`config.mk`:
```
export PLATFORM = sky130hd
export DESIGN_NAME = dma_addr_gen
export DESIGN_NICKNAME = d
export VERILOG_FILES = /design/src/rtl/dma_agen_pkg.sv /design/src/rtl/dma_agen_step.sv /design/src/rtl/dma_agen_reload_dec.sv /design/src/rtl/dma_agen_side.sv /design/src/rtl/dma_addr_gen.sv
export SDC_FILE = /design/constraint.sdc
export NUM_CORES = 1
export LEC_CHECK = 0
export CORE_MARGIN = 10
export CORE_UTILIZATION = 65
export CTS_BUF_LIST = sky130_fd_sc_hd__clkbuf_8
export CTS_CLUSTER_DIAMETER = 120
export DETAILED_ROUTE_END_ITERATION = 8
export DONT_BUFFER_PORTS = 1
export PLACE_DENSITY = 0.91
export SYNTH_ARGS = -nofsm -noshare
export SYNTH_HDL_FRONTEND = slang
export SYNTH_SLANG_ARGS = --single-unit
```
`constraint.sdc`:
```
create_clock -name clk -period 2.9 [get_ports clk]
set_input_delay 0.725 -clock clk [delete_from_list [all_inputs] [get_ports clk]]
set_output_delay 0.725 -clock clk [all_outputs]
set_load 0.01 [all_outputs]
```
`src/rtl/dma_agen_pkg.sv`:
```
package dma_agen_pkg;

    typedef enum logic [1:0] {
        STEP_HOLD     = 2'b00,
        STEP_UP       = 2'b01,
        STEP_DOWN     = 2'b10,
        STEP_HOLD_ALT = 2'b11
    } step_mode_e;

    typedef enum logic [1:0] {
        RLD_NEVER = 2'b00,
        RLD_BURST = 2'b01,
        RLD_BLOCK = 2'b10,
        RLD_TXN   = 2'b11
    } reload_sel_e;

endpackage

```
`src/rtl/dma_agen_step.sv`:
```
module dma_agen_step #(
    parameter int AW     = 24,
    parameter int SIZE_W = 2
) (
    input  logic [SIZE_W-1:0] elem_size,
    output logic [AW-1:0]     step
);
    // Step in bytes is a power of two chosen by the size code.
    always_comb begin
        step = AW'(1) << elem_size;
    end
endmodule

```
`src/rtl/dma_agen_reload_dec.sv`:
```
module dma_agen_reload_dec
    import dma_agen_pkg::*;
(
    input  logic [1:0] sel,
    input  logic       burst_end,
    input  logic       block_end,
    input  logic       txn_end,
    output logic       fire
);
    // Coarser boundaries also close the finer ones.
    always_comb begin
        case (reload_sel_e'(sel))
            RLD_BURST: fire = burst_end | block_end | txn_end;
            RLD_BLOCK: fire = block_end | txn_end;
            RLD_TXN:   fire = txn_end;
            default:   fire = 1'b0;
        endcase
    end
endmodule

```
`src/rtl/dma_agen_side.sv`:
```
module dma_agen_side
    import dma_agen_pkg::*;
#(
    parameter int AW = 24
) (
    input  logic          clk,
    input  logic          rst_n,
    input  logic          load,
    input  logic [AW-1:0] load_val,
    input  logic [1:0]    mode,
    input  logic [1:0]    reload_sel,
    input  logic [AW-1:0] step,
    input  logic          access,
    input  logic          burst_end,
    input  logic          block_end,
    input  logic          txn_end,
    output logic [AW-1:0] addr
);
    typedef struct packed {
        logic [AW-1:0] start;
        logic [AW-1:0] cur;
    } side_t;

    side_t side_d, side_q;
    logic  reload_fire;

    dma_agen_reload_dec i_reload_dec (
        .sel       (reload_sel),
        .burst_end (burst_end),
        .block_end (block_end),
        .txn_end   (txn_end),
        .fire      (reload_fire)
    );

    // Priority: load, then reload, then access stepping.
    always_comb begin
        side_d = side_q;
        if (load) begin
            side_d.start = load_val;
            side_d.cur   = load_val;
        end else if (reload_fire) begin
            side_d.cur = side_q.start;
        end else if (access) begin
            case (step_mode_e'(mode))
                STEP_UP:   side_d.cur = side_q.cur + step;
                STEP_DOWN: side_d.cur = side_q.cur - step;
                default:   side_d.cur = side_q.cur;
            endcase
        end
    end

    always_ff @(posedge clk or negedge rst_n) begin
        if (!rst_n) begin
            side_q <= '0;
        end else begin
            side_q <= side_d;
        end
    end

    assign addr = side_q.cur;
endmodule

```
`src/rtl/dma_addr_gen.sv`:
```
module dma_addr_gen #(
    parameter int AW     = 24,
    parameter int SIZE_W = 2
) (
    input  logic              clk,
    input  logic              rst_n,
    input  logic              load_src,
    input  logic              load_dst,
    input  logic [AW-1:0]     load_val,
    input  logic [1:0]        src_mode,
    input  logic [1:0]        dst_mode,
    input  logic [1:0]        src_reload,
    input  logic [1:0]        dst_reload,
    input  logic [SIZE_W-1:0] elem_size,
    input  logic              access,
    input  logic              burst_end,
    input  logic              block_end,
    input  logic              txn_end,
    output logic [AW-1:0]     src_addr,
    output logic [AW-1:0]     dst_addr
);
    localparam int NSIDE = 2;

    logic [AW-1:0] step;
    logic          side_load   [NSIDE];
    logic [1:0]    side_mode   [NSIDE];
    logic [1:0]    side_reload [NSIDE];
    logic [AW-1:0] side_addr   [NSIDE];

    assign side_load[0]   = load_src;
    assign side_load[1]   = load_dst;
    assign side_mode[0]   = src_mode;
    assign side_mode[1]   = dst_mode;
    assign side_reload[0] = src_reload;
    assign side_reload[1] = dst_reload;

    dma_agen_step #(.AW(AW), .SIZE_W(SIZE_W)) i_step (
        .elem_size (elem_size),
        .step      (step)
    );

    for (genvar g = 0; g < NSIDE; g++) begin : g_side
        dma_agen_side #(.AW(AW)) i_side (
            .clk        (clk),
            .rst_n      (rst_n),
            .load       (side_load[g]),
            .load_val   (load_val),
            .mode       (side_mode[g]),
            .reload_sel (side_reload[g]),
            .step       (step),
            .access     (access),
            .burst_end  (burst_end),
            .block_end  (block_end),
            .txn_end    (txn_end),
            .addr       (side_addr[g])
        );
    end

    assign src_addr = side_addr[0];
    assign dst_addr = side_addr[1];
endmodule

```
==> parameters.txt, run 1 <==
Parameter                              Value

Logic synthesis
  Dominant cell type by area after synthesis    sky130_fd_sc_hd__dfrtp_1
  Distinct cell type count after synthesis    60
  Proportion of synthesized chip area in sequential cells    33.81%
  Flop and latch count out of synthesis    96
  Netlist area before placement    0.007106 mm^2
  Number of cells produced by synthesis    829
  Number of flops mapped to enable cells by yosys    0
  Most frequent cells after synthesis    sky130_fd_sc_hd__dfrtp_1 (96), sky130_fd_sc_hd__nand2_1 (88), sky130_fd_sc_hd__a21oi_1 (68)
  Dominant cells by area after synthesis    sky130_fd_sc_hd__dfrtp_1 (34%), sky130_fd_sc_hd__ha_1 (8.8%), sky130_fd_sc_hd__buf_4 (5.1%)
  Library cell with the highest instance count after synthesis    sky130_fd_sc_hd__dfrtp_1
  Total number of yosys warnings    0
  Synth Flop Type    sky130_fd_sc_hd__dfrtp_1
  Fraction of synthesis flops using an asynchronous set or reset pin    100.0%
  Synthesized net count    923
  Syn_area_per_cell    8.571 um^2
  Area share of the leading cell type in the synthesized netlist    33.81%

Worst setup path
  Worst reg2reg path startpoint    g_side[1].i_side.addr[0]
  Setup slack of the most critical reg-to-reg path    -0.05 ns
  Critical Path Sink Type    flop
  Max incr delay on CP    0.38 ns
  Data arrival time of the critical path    3.28 ns
  Highest fanout seen on the critical path    4
  Crit start category    primary input
  Worst path most repeated cell    sky130_fd_sc_hd__a2111oi_4
  CP required    3.22 ns
  Endpoint of the worst register-to-register path    g_side[1].i_side.addr[20]
  Cell-by-cell trace of the critical path    inv_12 -> ha_4 -> inv_1 -> o21ai_1 -> ha_2 -> o21a_1 -> o31ai_4 -> buf_4 -> a2111oi_4 -> a2111oi_4 -> o31ai_1 -> a21oi_1 -> xnor2_1 -> or2_1 -> a21oi_2
  Type of the worst setup path    primary input to flop
  Cell with the largest stage delay on the worst path    sky130_fd_sc_hd__ha_2
  Cells on worst reg2reg path    13

Clock network
  CTS root buf    sky130_fd_sc_hd__clkbuf_8
  Clock input transition at the sequential cells of the worst setup and hold paths    0.10 ns
  Total number of H-tree levels    3
  Number of buffers created by CTS    9
  Maximum root-to-sink buffer count    2
  Latest clock arrival within the worst-skew pair    0.39 ns
  Count of clock tree sinks    96
  Clock tree from TritonCTS    done

Die
  Die height    124.6 um
  Row Count    38
  Ports    90
  Die Outline Area    0.01551 mm^2
  Core ar.    0.01079 mm^2
  Initial Utilization    65.84%
  Horizontal extent of the die    124.6 um

Layout
  Area growth from synthesis to layout    17.70%
  Ratio of cells with drive above 1 in the final layout    24.80%
  Filler cell count    706
  Antenna diodes    0
  Number of nets at the end of the flow    976

Route
  Via count    6,703
  Wire per inst    21.11 um
  Via count normalized by instance count    6.527
  Drt initial violations    807
  Drt first pass iters    6
  Final WL    21.68 mm
  Remaining antenna violation count after routing    0
  DRC violations left    0

Placement
  Count of buffers inserted at the top-level ports    0
  Global placer's final weighted congestion    0.9280
  HPWL Detailed    15.44 mm
  Pre-CTS setup slack    -0.3817 ns

Pwr
  Combinational share of power    39.3%
  Total power per unit cell area    534.3 mW/mm^2
  Internal    0.002843 W
  Leakage component of the power    3.872 nW
  Sequential group share of total power    38.4%
  Switching part of the total    36.37%
  Power spent charging and discharging nets    0.001625 W
  Part of the total power dissipated in the clock network    22.3%
  Maximum vdd ir drop    368.7 uV
  Final Power    0.004469 W

STA
  Final setup violation count    2
  Final number of max-transition violations    0
  Share of the clock period used by the worst path after layout    102.1%
  RSZ-0062 raised after global routing    yes
  Final critical-path setup slack    -0.06174 ns
  Post-layout minimum cycle time    2.962 ns
  Final Hold Fails    0
  Max transition margin    49.79%
  Slew @ Worst Pin    0.7531 ns
  Achievable frequency    0.3376 GHz
  Post-Route Skew    0.01186 ns

Job
  Count of maximum capacitance violations    0

Global routing
  Largest net degree at the start of global routing    97
  Wire length of the first global-routing pass    33.42 mm
  Overall overflow remaining after global route    0
  Initial antenna violation count    0
  Number of global-route vias before repair    6,534
  Overall fraction of global-route tracks in use    25.76%

Status
  Run status    finished with violations
  Violations in the final reports    negative setup slack

Min path
  HP Class    primary input to asynchronous set/reset pin
==> critical path, delay by kind of cell <==
| family | cells | cell delay, ns |
|---|---|---|
| xor gates and xnor gates | 1 | 0.17 |
| adders and majority gates | 2 | 0.52 |
| AOI/OAI and AO/OA | 8 | 1.37 |
| buffers and inverters | 3 | 0.25 |
| and+or+nand+nor | 1 | 0.26 |
==> flip-flops by register name, summed over array words and instances, names as in the netlist <==
| signal | flops |
|---|---|
| g_side.i_side.addr | 48 |
| g_side.i_side.side_q | 48 |
==> power groups by stage <==
stage / Clock (W) / Combinational, W / Sequential (W)
6_report: 0.000997 / 0.00175 / 0.00172
5_1_grt: 0.00105 / 0.00191 / 0.00174
4_1_cts: 0.00100 / 0.00159 / 0.00171
3_5_place_dp: 0 / 0.00157 / 0.00174
3_3_place_gp: 0 / 0.00150 / 0.00173
2_1_floorplan: 0 / 0.00128 / 0.00161
==> layer usage <==
metal  vias to the layer above  track usage [%]  part of all wire, %
li1                       3049                -                    -
met4                         0            12.47                  4.3
met1                      3227            30.11                   38
met2                       347            41.84                   48
met5                         -                0                    0
met3                        80            8.213                  9.7
==> stage by stage <==
step	utilization [%]	cells	setup TNS, ns	instance area (um^2)	hold WS, ns
after floorplan	-	829	-1.212	7330	0.4294
after global placement	72.40	993	-4.035	7814	0.4332
after detailed placement	72.40	993	-6.354	7814	0.4327
after CTS	74.44	1009	0	8034	0.006692
after global routing	77.49	1027	-0.5977	8363	0.007029
final	77.49	1027	-0.1120	8363	0.02318
==> area by class of cell <==
type	count	area, um^2	share of cell area (%)
Inverter	42	182.7	2.184
Clock buffer	9	123.9	1.481
Tap cell	140	175.2	2.095
Timing Repair Buffer	124	968.4	11.58
Sequential cell	96	2405	28.76
Clock inverter	7	96.34	1.152
Multi-Input combinational cell	609	4412	52.75
==> worst max-delay path by stage <==
stage                                     end  slack (ns)                startpoint  cells after the start
floorplan           g_side[1].i_side.addr[23]       -0.21               dst_mode[0]                     12
global placement    g_side[0].i_side.addr[17]       -0.27               src_mode[0]                     13
detailed placement  g_side[0].i_side.addr[23]       -0.38               src_mode[0]                     13
CTS                 g_side[0].i_side.addr[23]        0.02               src_mode[0]                     13
global route        g_side[1].i_side.addr[20]       -0.17  g_side[1].i_side.addr[0]                     13
finish              g_side[0].i_side.addr[23]       -0.06               src_mode[0]                     15
==> cell families after synthesis <==
logic type	after synthesis	synth area share, %
compound gates	279	25.48
xor+xnor	36	4.438
fa+ha+maj	52	9.368
buf+inv	124	9.121
flops	96	33.81
mux	27	4.226
simple gates	215	13.56
==> cells in the final DEF, fill, tap and decap left out, types with 3 or more instances in the layout <==
cell	count
sky130_fd_sc_hd__a211o_1	4
sky130_fd_sc_hd__nand2_1	88
sky130_fd_sc_hd__ha_1	36
sky130_fd_sc_hd__a31oi_1	8
sky130_fd_sc_hd__nand3_1	6
sky130_fd_sc_hd__a21oi_1	58
sky130_fd_sc_hd__o21a_1	10
sky130_fd_sc_hd__clkinvlp_4	3
sky130_fd_sc_hd__o211ai_1	15
sky130_fd_sc_hd__o31ai_1	5
sky130_fd_sc_hd__mux2_2	24
sky130_fd_sc_hd__nor3_1	26
sky130_fd_sc_hd__nand2b_1	4
sky130_fd_sc_hd__o221ai_1	10
sky130_fd_sc_hd__o21ai_0	61
sky130_fd_sc_hd__nor2b_1	4
sky130_fd_sc_hd__nor2_1	50
sky130_fd_sc_hd__o21bai_1	12
sky130_fd_sc_hd__dfrtp_1	94
sky130_fd_sc_hd__or3_1	5
sky130_fd_sc_hd__and3_1	12
sky130_fd_sc_hd__clkbuf_8	9
sky130_fd_sc_hd__a21oi_2	11
sky130_fd_sc_hd__inv_1	36
sky130_fd_sc_hd__ha_4	13
sky130_fd_sc_hd__buf_4	118
sky130_fd_sc_hd__o41ai_1	5
sky130_fd_sc_hd__o21ai_1	12
sky130_fd_sc_hd__a21o_1	31
sky130_fd_sc_hd__a211oi_1	11
sky130_fd_sc_hd__nand4_1	5
sky130_fd_sc_hd__xor2_1	15
sky130_fd_sc_hd__mux2i_1	3
sky130_fd_sc_hd__xnor2_1	21
sky130_fd_sc_hd__inv_2	4
==> what timing repair did <==
| item | in CTS | in global routing |
|---|---|---|
| endpoints found under the setup margin | 0 | 18 |
| buffers inserted | 0 | 16 |
| resized for setup | 0 | 36 |
| hold buffers | 0 | 2 |
| hold endpoints to repair | 0 | 12 |
Note: power is estimated with default switching activity, not from simulation.
==> inputs of run 2 (changes only) <==
--- a/config.mk
+++ b/config.mk
@@ -5,6 +5,7 @@
 export SDC_FILE = /design/constraint.sdc
 export NUM_CORES = 1
 export LEC_CHECK = 0
+export ABC_AREA = 0
 export CORE_MARGIN = 10
 export CORE_UTILIZATION = 65
 export CTS_BUF_LIST = sky130_fd_sc_hd__clkbuf_8
==> results of run 2 <==
Final layout, timing and power as in run 1 (identical DEF).
==> inputs of run 3 (changes only) <==
--- a/config.mk
+++ b/config.mk
@@ -7,12 +7,14 @@
 export LEC_CHECK = 0
 export ABC_AREA = 0
 export CORE_MARGIN = 10
-export CORE_UTILIZATION = 65
+export CORE_UTILIZATION = 40
 export CTS_BUF_LIST = sky130_fd_sc_hd__clkbuf_8
 export CTS_CLUSTER_DIAMETER = 120
 export DETAILED_ROUTE_END_ITERATION = 8
 export DONT_BUFFER_PORTS = 1
-export PLACE_DENSITY = 0.91
+export GPL_TIMING_DRIVEN = 1
+export PLACE_DENSITY = 0.64
+export RECOVER_POWER = 100
 export SYNTH_ARGS = -nofsm -noshare
 export SYNTH_HDL_FRONTEND = slang
 export SYNTH_SLANG_ARGS = --single-unit
==> run 3 against run 2 <==
  * Register-to-register slack gained 0.20 ns
  * Total power fell by 1.3%
  * Clock skew decreased by 0.0018 ns
  * Largest cell class unchanged
  * Clock power about the same
  * Maximum frequency up 3.8%
  * Critical endpoint is now g_side[1].i_side.addr[11]
  * Utilization decreased by 29 points
  * The flow now finishes without violations
  * Design area up 0.76%
  * Via count down 6.8%
  * Sequential cell count did not move
  * Sequential share of layout area decreased by 0.23 points
  * Die area increased by 51%
  * Routed wire length shrank 3.0%
==> parameters.txt, run 3 (same netlist as run 1, synthesis figures left out) <==
Parameter                              Value

STA
  Minimum hold slack    0.03982 ns (+0.01664 ns)
  Share of the clock period used by the worst path after layout    98.42% (-3.7 points)
  Post-layout minimum cycle time    2.854 ns (-0.1077 ns)
  RSZ-0062 raised after global routing    yes
  Achievable frequency    0.3504 GHz (+3.8%)
  Final setup violation count    0 (-2)
  Slew @ Worst Pin    1.151 ns (+0.3981 ns)
  Final number of max-transition violations    0 (unchanged)
  Final Hold Fails    0 (unchanged)
  Post-Route Skew    0.01007 ns (-0.001791 ns)
  Max transition margin    23.26% (-27 points)

Route
  Remaining antenna violation count after routing    0 (unchanged)
  Via count    6,250 (-6.8%)
  Wire per inst    18.91 um (-10%)
  Via count normalized by instance count    5.621 (-14%)
  Drt first pass iters    5 (-1)
  DRC violations left    0 (unchanged)
  Final WL    21.03 mm (-3.0%)
  Drt initial violations    402 (-50%)

Layout
  Filler cell count    1,672 (+140%)
  Antenna diodes    0 (unchanged)
  Ratio of cells with drive above 1 in the final layout    23.56% (-1.2 points)
  Area growth from synthesis to layout    18.59%
  Cell area after layout    0.008427 mm^2 (+0.76%)
  Commonest non-fill, non-tap cells in the layout    sky130_fd_sc_hd__buf_4 (110), sky130_fd_sc_hd__dfrtp_1 (95), sky130_fd_sc_hd__nand2_1 (88)
  Final non-filler cell total    1,112 (+8.3%)
  Number of nets at the end of the flow    976 (unchanged)
  Most frequent standard cell in the layout excluding fill and tap cells    sky130_fd_sc_hd__buf_4

Placement
  Cells after DPL    1,093 (+10%)
  Count of buffers inserted at the top-level ports    0 (unchanged)
  HPWL Detailed    16.05 mm (+3.9%)
  Global placer's final weighted congestion    0.9226 (-0.58%)
  Post-place instance area    0.008045 mm^2 (+3.0%)

Global routing
  Largest net degree at the start of global routing    97 (unchanged)
  Initial antenna violation count    0 (unchanged)
  Overall overflow remaining after global route    0 (unchanged)
  Wire length of the first global-routing pass    33.93 mm (+1.5%)
  Overall fraction of global-route tracks in use    17.54% (-8.2 points)
  Number of global-route vias before repair    6,285 (-3.8%)

Status
  Run status    finished, final reports clean

Die
  Die height    153.3 um (+23%)
  Row Count    48 (+26%)
  Die Outline Area    0.02349 mm^2 (+51%)
  Initial Utilization    40.94% (-25 points)
  Horizontal extent of the die    153.3 um (+23%)
  Ports    90 (unchanged)
  Core ar.    0.01736 mm^2 (+61%)

Worst setup path
  Type of the worst setup path    primary input to flop
  Cell-by-cell trace of the critical path    inv_12 -> ha_2 -> a21o_1 -> ha_1 -> nor2b_1 -> o21a_1 -> o21a_1 -> a21o_1 -> or3_4 -> a21oi_2 -> xor2_1 -> a31oi_1 -> a21o_1
  Critical Path Sink Type    flop
  Max incr delay on CP    0.35 ns (-0.03 ns)
  Count of buffering cells on the critical path with inverters included    1 (-2)
  Family with the most delay on the worst path    compound AO/OA/AOI/OAI gates
  Worst reg2reg path startpoint    g_side[1].i_side.addr[5]
  Critical Path Start    dst_mode[0]
  Highest fanout seen on the critical path    4 (unchanged)
  Crit start category    primary input
  Cell with the largest stage delay on the worst path    sky130_fd_sc_hd__or3_4
  CP required    3.18 ns (-0.04 ns)
  Data arrival time of the critical path    3.13 ns (-0.15 ns)
  Worst path most repeated cell    sky130_fd_sc_hd__a21o_1

Clock network
  Number of buffers created by CTS    9 (unchanged)
  Latest clock arrival within the worst-skew pair    0.38 ns (about the same)
  Total number of H-tree levels    3 (unchanged)
  Clock tree from TritonCTS    done
  Count of clock tree sinks    96 (unchanged)
  Clock input transition at the sequential cells of the worst setup and hold paths    0.10 ns (about the same)
  Maximum root-to-sink buffer count    2 (unchanged)
  CTS root buf    sky130_fd_sc_hd__clkbuf_8

Min path
  HP Class    primary input to asynchronous set/reset pin

Pwr
  Maximum vdd ir drop    230.0 uV (-38%)
  Total power per unit cell area    523.1 mW/mm^2 (-2.1%)
  Leakage component of the power    3.866 nW (-0.17%)

Job
  Count of maximum capacitance violations    0 (unchanged)
run 3: stage by stage:
| stage | TNS [ns] | total power [W] | setup slack, ns | util [%] |
|---|---|---|---|---|
| final | 0 | 0.004408 | 0.04596 | 48.55 |
| after global placement | -6.023 | 0.003316 | -0.2894 | 46.35 |
| after detailed placement | -6.928 | 0.003338 | -0.3881 | 46.35 |
| after floorplan | -1.212 | 0.002889 | -0.2110 | - |
| after CTS | 0 | 0.004372 | 0.004967 | 47.62 |
| after global routing | -0.2851 | 0.004717 | -0.04924 | 48.55 |
run 3: final timing paths:
| check | endpoint | slack [ns] | cells after the start |
|---|---|---|---|
| worst max-delay path | g_side[1].i_side.addr[11] | 0.05 | 13 |
| worst min-delay path | g_side[0].i_side.addr[2] | 0.04 | 0 |
| worst max register to register | g_side[1].i_side.addr[23] | 0.15 | 10 |
| worst min register to register | g_side[1].i_side.side_q[36] | 0.47 | 2 |
| max in group asynchronous | g_side[1].i_side.addr[12] | 1.53 | 1 |
| min in group clk | g_side[0].i_side.addr[19] | 0.44 | 1 |
run 3: area by class of cell:
type / count / area (um^2) / share of cell area (%)
clock buffer: 10 / 137.6 / 1.633
clock inverter: 6 / 82.58 / 0.9800
inverter: 42 / 182.7 / 2.168
multi-input combinational: 609 / 4397 / 52.18
sequential: 96 / 2404 / 28.52
tap: 225 / 281.5 / 3.341
timing repair buffer: 124 / 942.2 / 11.18
run 3: report_power, final:
| part | total [W] | switching, W | leakage (nW) | internal [W] |
|---|---|---|---|---|
| Clock | 0.00102 | 0.000513 | 0.112 | 0.000506 |
| Combinational | 0.00168 | 0.000853 | 2.61 | 0.000831 |
| Sequential | 0.00171 | 0.000209 | 1.14 | 0.00150 |
run 3: worst register-to-register path, cell delays in order (launching register included):
cell,delay (ns)
sky130_fd_sc_hd__dfrtp_1,0.46
sky130_fd_sc_hd__ha_1,0.24
sky130_fd_sc_hd__a21o_1,0.19
sky130_fd_sc_hd__a21oi_1,0.17
sky130_fd_sc_hd__o21ai_1,0.09
sky130_fd_sc_hd__or4b_1,0.55
sky130_fd_sc_hd__o2111ai_4,0.28
sky130_fd_sc_hd__o211ai_1,0.13
sky130_fd_sc_hd__xor2_1,0.20
sky130_fd_sc_hd__mux2i_1,0.20
sky130_fd_sc_hd__a31oi_1,0.09
run 3: what timing repair did:
action                     in CTS  in global routing
resized for setup               0                 30
setup endpoints to repair       0                 18
hold endpoints to repair        0                 17
setup buffers                   0                  1
hold buffers                    0                  2
run 3: layer usage:
metal	vias to the layer above	global-route usage (%)	wire length [um]
li1	3063	-	-
met4	0	4.632	308
met3	24	5.948	1717
met1	2998	21.91	9063
met5	-	0	0
met2	165	28.22	9942
